$ cat src/rtl/sc_edge_pkg.sv
package sc_edge_pkg;
   localparam int unsigned RND_W   = 8;
   localparam int unsigned NUM_SRC = 4;

   typedef enum int unsigned {
      SRC_DIAG_MAIN = 0,
      SRC_DIAG_ANTI = 1,
      SRC_SELECT    = 2,
      SRC_FLIP      = 3
   } src_e;

   // Galois right-shift feedback masks, all maximal length for 8 bits
   function automatic logic [RND_W-1:0] src_mask(input int unsigned idx);
      case (idx)
         0:       return 8'hB8;
         1:       return 8'h8E;
         2:       return 8'h95;
         default: return 8'hB4;
      endcase
   endfunction

   function automatic logic [RND_W-1:0] src_seed(input int unsigned idx);
      case (idx)
         0:       return 8'h5A;
         1:       return 8'hC3;
         2:       return 8'h27;
         default: return 8'h9E;
      endcase
   endfunction
endpackage

$ cat src/rtl/sc_lfsr.sv
module sc_lfsr #(
   parameter int unsigned       W    = 8,
   parameter logic [W-1:0]      MASK = 8'hB8,
   parameter logic [W-1:0]      SEED = 8'h01
) (
   input  logic         clk,
   input  logic         rst_n,
   input  logic         load,
   input  logic         step,
   output logic [W-1:0] state
);
   logic [W-1:0] nxt;

   initial begin : elab_chk
      assert (SEED != '0) else $error("sc_lfsr: zero seed locks the register");
      assert (MASK[W-1])  else $error("sc_lfsr: mask must include the top bit");
   end

   always_comb begin
      nxt = {1'b0, state[W-1:1]};
      if (state[0]) nxt = nxt ^ MASK;
   end

   always_ff @(posedge clk or negedge rst_n) begin
      if (!rst_n)    state <= SEED;
      else if (load) state <= SEED;
      else if (step) state <= nxt;
   end

   // a maximal-length register never reaches the lock-up state (accuracy, R6)
   assert_lfsr_nonzero_R6: assert property (@(posedge clk) disable iff (!rst_n)
      state != '0);
endmodule

$ cat src/rtl/sc_sng.sv
module sc_sng #(
   parameter int unsigned W = 8
) (
   input  logic [W-1:0] level,
   input  logic [W-1:0] rnd,
   output logic         bit_out
);
   assign bit_out = (level > rnd);
endmodule

$ cat src/rtl/sc_ctr.sv
module sc_ctr #(
   parameter int unsigned CNT_W = 9,
   parameter int unsigned LOG_W = 4,
   parameter int unsigned OUT_W = 8
) (
   input  logic             clk,
   input  logic             rst_n,
   input  logic             start,
   input  logic [LOG_W-1:0] len_log,
   input  logic             bit_in,
   output logic             busy,
   output logic [OUT_W-1:0] result,
   output logic             done
);
   localparam int unsigned WIDE_W = CNT_W + OUT_W;

   logic [CNT_W-1:0]  cyc_q, cnt_q, cnt_nxt, len_m1;
   logic [LOG_W-1:0]  len_q, shamt;
   logic [WIDE_W-1:0] wide;
   logic [OUT_W-1:0]  scaled;
   logic              last;

   initial begin : elab_chk
      assert ((1 << LOG_W) > OUT_W) else $error("sc_ctr: LOG_W too narrow");
   end

   always_comb begin
      len_m1  = (CNT_W'(1) << len_q) - CNT_W'(1);
      last    = (cyc_q == len_m1);
      cnt_nxt = cnt_q + CNT_W'(bit_in);
      shamt   = LOG_W'(OUT_W) - len_q;
      wide    = WIDE_W'(cnt_nxt) << shamt;
      scaled  = (wide > WIDE_W'({OUT_W{1'b1}})) ? {OUT_W{1'b1}} : wide[OUT_W-1:0];
   end

   always_ff @(posedge clk or negedge rst_n) begin
      if (!rst_n) begin
         busy   <= 1'b0;
         cyc_q  <= '0;
         cnt_q  <= '0;
         len_q  <= '0;
         result <= '0;
         done   <= 1'b0;
      end else begin
         done <= 1'b0;
         if (start) begin
            busy  <= 1'b1;
            cyc_q <= '0;
            cnt_q <= '0;
            len_q <= len_log;
         end else if (busy) begin
            cnt_q <= cnt_nxt;
            cyc_q <= cyc_q + CNT_W'(1);
            if (last) begin
               busy   <= 1'b0;
               done   <= 1'b1;
               result <= scaled;
            end
         end
      end
   end

   assert_done_single_R2: assert property (@(posedge clk) disable iff (!rst_n)
      done |=> !done);
   assert_result_moves_with_done_R2: assert property (@(posedge clk) disable iff (!rst_n)
      !$stable(result) |-> done);
   assert_count_bounded_R5: assert property (@(posedge clk) disable iff (!rst_n)
      cnt_q <= cyc_q);
endmodule

$ cat src/rtl/sc_edge_roberts.sv
module sc_edge_roberts #(
   parameter int unsigned PIX_W       = 8,
   parameter int unsigned LEN_SEL_W   = 3,
   parameter int unsigned MIN_LEN_LOG = 3,
   parameter int unsigned NUM_LEN     = 6
) (
   input  logic                 clk,
   input  logic                 rst_n,
   input  logic                 start,
   input  logic [PIX_W-1:0]     pix_tl,
   input  logic [PIX_W-1:0]     pix_tr,
   input  logic [PIX_W-1:0]     pix_bl,
   input  logic [PIX_W-1:0]     pix_br,
   input  logic [LEN_SEL_W-1:0] len_sel,
   input  logic                 flip_en,
   input  logic [PIX_W-1:0]     flip_rate,
   output logic [PIX_W-1:0]     result,
   output logic                 done
);
   import sc_edge_pkg::*;

   localparam int unsigned MAX_LEN_LOG = MIN_LEN_LOG + NUM_LEN - 1;
   localparam int unsigned CNT_W       = MAX_LEN_LOG + 1;
   localparam int unsigned LOG_W       = $clog2(MAX_LEN_LOG + 1);

   initial begin : elab_chk
      assert (PIX_W == RND_W) else $error("pixel width must match source width");
      assert (MAX_LEN_LOG <= PIX_W) else $error("longest stream exceeds scale");
      assert (NUM_LEN <= (1 << LEN_SEL_W)) else $error("len_sel too narrow");
   end

   logic [RND_W-1:0]     rnd [NUM_SRC];
   logic                 busy;
   logic [LEN_SEL_W-1:0] sel_clamp;
   logic [LOG_W-1:0]     len_log;
   logic                 s_tl, s_br, s_tr, s_bl;
   logic                 diff_main, diff_anti, avg_bit, flip_hit, stream_bit;

   for (genvar g = 0; g < NUM_SRC; g++) begin : g_src
      sc_lfsr #(
         .W   (RND_W),
         .MASK(src_mask(g)),
         .SEED(src_seed(g))
      ) u_lfsr (
         .clk  (clk),
         .rst_n(rst_n),
         .load (start),
         .step (busy),
         .state(rnd[g])
      );
   end

   always_comb begin
      sel_clamp = (len_sel >= LEN_SEL_W'(NUM_LEN)) ? LEN_SEL_W'(NUM_LEN - 1) : len_sel;
      len_log   = LOG_W'(MIN_LEN_LOG) + LOG_W'(sel_clamp);
   end

   // pixels of one diagonal share a source so their XOR is |x - y|
   sc_sng #(.W(PIX_W)) u_sng_tl (.level(pix_tl), .rnd(rnd[SRC_DIAG_MAIN]), .bit_out(s_tl));
   sc_sng #(.W(PIX_W)) u_sng_br (.level(pix_br), .rnd(rnd[SRC_DIAG_MAIN]), .bit_out(s_br));
   sc_sng #(.W(PIX_W)) u_sng_tr (.level(pix_tr), .rnd(rnd[SRC_DIAG_ANTI]), .bit_out(s_tr));
   sc_sng #(.W(PIX_W)) u_sng_bl (.level(pix_bl), .rnd(rnd[SRC_DIAG_ANTI]), .bit_out(s_bl));

   always_comb begin
      diff_main  = s_tl ^ s_br;
      diff_anti  = s_tr ^ s_bl;
      avg_bit    = rnd[SRC_SELECT][RND_W-1] ? diff_anti : diff_main;
      flip_hit   = flip_en && (rnd[SRC_FLIP] < flip_rate);
      stream_bit = avg_bit ^ flip_hit;
   end

   sc_ctr #(
      .CNT_W(CNT_W),
      .LOG_W(LOG_W),
      .OUT_W(PIX_W)
   ) u_ctr (
      .clk    (clk),
      .rst_n  (rst_n),
      .start  (start),
      .len_log(len_log),
      .bit_in (stream_bit),
      .busy   (busy),
      .result (result),
      .done   (done)
   );

   assert_matched_diagonals_silent_R4: assert property (@(posedge clk) disable iff (!rst_n)
      (pix_tl == pix_br && pix_tr == pix_bl && !flip_en) |-> !stream_bit);
   assert_sources_differ_R6: assert property (@(posedge clk) disable iff (!rst_n)
      rnd[SRC_DIAG_MAIN] != rnd[SRC_DIAG_ANTI] || rnd[SRC_DIAG_MAIN] != rnd[SRC_SELECT]);
endmodule

$ cat config.mk
export PLATFORM = sky130hd
export DESIGN_NAME = sc_edge_roberts
export DESIGN_NICKNAME = d
export VERILOG_FILES = /design/src/rtl/sc_edge_pkg.sv /design/src/rtl/sc_lfsr.sv /design/src/rtl/sc_sng.sv /design/src/rtl/sc_ctr.sv /design/src/rtl/sc_edge_roberts.sv
export SDC_FILE = /design/constraint.sdc
export NUM_CORES = 1
export LEC_CHECK = 0
export ABC_AREA = 1
export BUFFER_PORTS_ARGS = -buffer_cell sky130_fd_sc_hd__buf_4
export CAP_MARGIN = 20
export CORE_UTILIZATION = 36
export CTS_BUF_LIST = sky130_fd_sc_hd__clkbuf_2
export DETAILED_ROUTE_END_ITERATION = 8
export PLACE_DENSITY = 0.63
export SLEW_MARGIN = 20
export SYNTH_ARGS = -nofsm -noshare
export SYNTH_HDL_FRONTEND = slang
export SYNTH_SLANG_ARGS = --single-unit
$ cat constraint.sdc
create_clock -name clk -period 7.17 [get_ports clk]
set_input_delay 0 -clock clk [delete_from_list [all_inputs] [get_ports clk]]
set_output_delay 0 -clock clk [all_outputs]
set_load 0.05 [all_outputs]
==> out/summary.md <==
After technology mapping, the gate count stands at 671. Before CTS, the worst setup slack after placement is 3.31 ns. The slowest library cell on the worst path is sky130_fd_sc_hd__dfstp_2. Excluding fillers, the count of instances in the completed layout stands at 912. Worst reg2reg path startpoint: g_src[0].u_lfsr.state[1]. The Yosys warning count was 0. The critical path contains buffers and inverters numbering 4 combined. Among the stages of the critical path, the cell type that occurs most often is sky130_fd_sc_hd__nand2_1. In this run, CTS created clock tree buffers numbering 9.

Measured along the x axis, the die boundary spans 118 µm. The die area was 14000 µm²; the part of the cycle the worst path needs was 54.9%. After synthesis, the cell types taking the most area are sky130_fd_sc_hd__dfrtp_1 (24%), sky130_fd_sc_hd__ha_1 (13%), sky130_fd_sc_hd__nand2_1 (11%). Once detailed placement completed, the half-perimeter wirelength came to 8120 µm.

The H-tree was split into 3 levels. The area growth from synthesis to layout is 15.5%. Setup repair after global routing left no endpoint under its margin. The worst-case IR drop observed on VDD is 0.0760 mV. The count of state elements after synthesis was 64; the number of nets at the end of the flow was 827. Once placement completed, the tool counted placed cells totaling 885. In the final layout, the multi-input gates occupy 2810 µm². The total routing resource utilization after global routing came out at 17.3%. For the number of buffers on the longest clock path, the log shows 2. The final count of negative-setup-slack endpoints was 0. At the pin with the least slew margin, the transition time is 0.975 ns. The worst register-to-register path has a setup slack of 3.24 ns.

STA classifies the critical path startpoint as a flip-flop. The synthesized netlist net count was 767. On the worst path, the slowest cell contributes a delay of 0.56 ns. 0 antenna diodes ended up in the layout. After filler insertion, the fill cell instance count of the layout stands at 1385. For the max-slew violation count, the log shows 0.

The routed design has 10900 µm of wire. Category of the critical setup timing path: reg -> reg. The count of buffers inserted at the top-level ports is 55, and the sequential area share after synthesis is 33.3%.

After detailed routing, the average wire length per cell comes to 12.0 µm. The synthesized design spends more area on one cell type than any other, namely sky130_fd_sc_hd__dfrtp_1. For the number of antenna violations at the first check in global routing, the log shows 0. Post-CTS repair changed the size of 0 cells.

The tools report the remaining design rule violation count as 0. In this run the worst path has a maximum fanout of 7. TritonCTS built the clock tree.

The run gives 0 as the number of endpoints with negative hold slack in the final report. Number of sinks handled by clock tree synthesis: 64. The tightest min-delay check is of the in -> async type.

The data arrival time of the critical path came out at 4.37 ns. The first detailed-routing pass ran for 5 iterations. The first routing iteration left 309 violations. The tools report the library cell used as clock root buffer as sky130_fd_sc_hd__clkbuf_2. The static power due to leakage was 2.91 nW; the clock tree skew after final layout was 0.0219 ns.

The leftover overflow at the end of global routing is 0, and the worst reg-to-reg path cell count is 31. The minimum clock period after layout is 3.93 ns, and the maximum clock frequency is 0.254 GHz. The final weighted congestion in routability-driven placement is 0.859. After floorplanning, the core was divided into 42 placement rows.

Among cell families on the critical path, the largest total delay comes from simple AND/OR/NAND/NOR gates. The tools report the number of library cell types mapped by synthesis as 45. The synthesized area divided by synthesized cell count is 7.27 µm², and the effective utilization at floorplan is 36.8%. The headroom to the max-slew limit was 34.8%; the area occupied by registers was 1620 µm².

The run finished with clean final reports. Once detail routing completed, the nets flagged for antenna violations numbered 0. Entering global routing, the biggest net connects 65 pins.

Power spread over the standard cell area amounts to 173 nW/µm². Across the run, the number of max-cap violations was 0. The logs give 0 for the number of setup buffers added after CTS and 19900 µm for the global-route wire length before repair.

The worst setup path is captured at a flip-flop. The via count of the first global-routing pass was 4397; the number of enable flip-flop cells after synthesis was 0. The I/O pin count was 56; the height of the die was 118 µm. The clock latency of the later-clocked register in the worst-skew pair was 0.53 ns. The worst register-to-register path ends at u_ctr.result[4]. Setup slack closes at 3.24 ns.

Setup total negative slack on the finished layout was measured at 0 ns. The leading register cell type out of synthesis was sky130_fd_sc_hd__dfrtp_1. Summing every instance area after synthesis gives 4880 µm². The total power consumption of the routed design is 0.977 mW. In this run the standard cell core region covers 13200 µm². The proportion of netlist area held by the largest area contributor was 24.1%. The final route contains 4480 vias.

The ratio of cells with drive above 1 in the final layout was 16.2%; the final standard cell utilization of the core was 42.6%. The required arrival time at the worst endpoint was 7.61 ns. The post-synthesis async set-or-reset flop share was 100%. The ratio of routed vias to standard cells was 4.91; the post-CTS clock slew at the launch and capture registers of the worst setup and hold paths was 0.20 ns.
==> routing by layer <==
| layer | up-vias | GRT usage (%) | share of wire (%) |
|---|---|---|---|
| met5 | - | 0 | 0 |
| met4 | 0 | 5.54 | 1.5 |
| met1 | 2048 | 22.5 | 50 |
| met3 | 16 | 3.33 | 3.3 |
| li1 | 2327 | - | - |
| met2 | 89 | 29.0 | 46 |
==> final cells by class <==
cell class                      instances  area share (%)
Timing Repair Buffer                   67            9.41
Tap cell                              176            3.91
Clock inverter                          7           0.866
Inverter                               96            6.39
Multi-Input combinational cell        493            49.8
Clock buffer                            9           0.799
Sequential cell                        64            28.8
==> cells in the mapped netlist (9+ instances only) <==
library cell               count
sky130_fd_sc_hd__dfstp_2      17
sky130_fd_sc_hd__o22ai_1      15
sky130_fd_sc_hd__nand3_1      65
sky130_fd_sc_hd__nor2_1       58
sky130_fd_sc_hd__dfrtp_1      47
sky130_fd_sc_hd__nor3_1        9
sky130_fd_sc_hd__ha_1         49
sky130_fd_sc_hd__a21oi_1      35
sky130_fd_sc_hd__o21ai_0      39
sky130_fd_sc_hd__inv_1        89
sky130_fd_sc_hd__clkbuf_1     10
sky130_fd_sc_hd__nand2_1     148
sky130_fd_sc_hd__xnor2_1       9
==> power by group <==
| part | switching, mW | total, mW | internal [mW] |
|---|---|---|---|
| Sequential | 0.0278 | 0.427 | 0.399 |
| Combinational | 0.223 | 0.362 | 0.139 |
| Clock | 0.145 | 0.189 | 0.0444 |
| Total | 0.395 | 0.977 | 0.582 |
==> worst max-delay path by stage <==
stage | startpoint | to | slack (ns) | cells past startpoint
5_1_grt | g_src[0].u_lfsr.state[1] | u_ctr.result[5] | 2.69 | 31
3_5_place_dp | g_src[0].u_lfsr.state[1] | u_ctr.result[4] | 3.31 | 31
6_report | g_src[0].u_lfsr.state[1] | u_ctr.result[4] | 3.24 | 31
4_1_cts | g_src[0].u_lfsr.state[1] | u_ctr.result[4] | 3.24 | 31
3_3_place_gp | g_src[0].u_lfsr.state[1] | u_ctr.result[4] | 3.35 | 31
2_1_floorplan | g_src[0].u_lfsr.state[1] | u_ctr.result[1] | 3.79 | 31
==> timing repair <==
item	4_1_cts	5_1_grt
setup endpoints to repair	0	0
hold buffers	11	0
hold endpoints to repair	82	0
==> cells in the final DEF, fill, tap and decap left out, drive strengths merged, types with 11 or more instances in the layout <==
cell / n
nand2: 151
inv: 93
nand3: 71
nor2: 65
buf: 56
ha: 49
dfrtp: 47
o21ai: 41
a21oi: 35
dfstp: 17
o22ai: 15
dlygate4sd3: 11
==> state kept, by name, summed over array words and instances (netlist names) <==
register and cells:
g_src.u_lfsr.state 32, u_ctr.cnt_q 9, u_ctr.cyc_q 9, u_ctr.result 8, u_ctr.len_q 4, u_ctr.busy 1
u_ctr.done 1
==> worst reg2reg max path: cells and delay by family, from the launching register on <==
family | cells | cell delay [ns]
buf+inv | 4 | 0.22
compound gates | 5 | 0.67
fa+ha+maj | 3 | 0.65
simple gates | 19 | 1.75
flops | 1 | 0.56
==> logic make-up (layout without fill, tap and decap cells) <==
logic type / Yosys count / after routing / share of synthesized area [%]
buffers and inverters: 114 / 179 / 9.15
adder cells (fa/ha/maj): 49 / 49 / 12.6
AND/OR/NAND/NOR: 315 / 315 / 28.8
XOR/XNOR: 16 / 16 / 3.03
flip-flops: 64 / 64 / 33.3
AO/OA/AOI/OAI: 113 / 113 / 13.2
==> per-stage QoR <==
step | instance area (µm²) | hold WS (ns)
after floorplan | 4880 | -0.296
after global placement | 5430 | 0.150
after detailed placement | 5430 | 0.155
after CTS | 5640 | 0.0782
after global routing | 5640 | 0.123
final | 5640 | 0.0663
(Power assumes the default switching activity.)
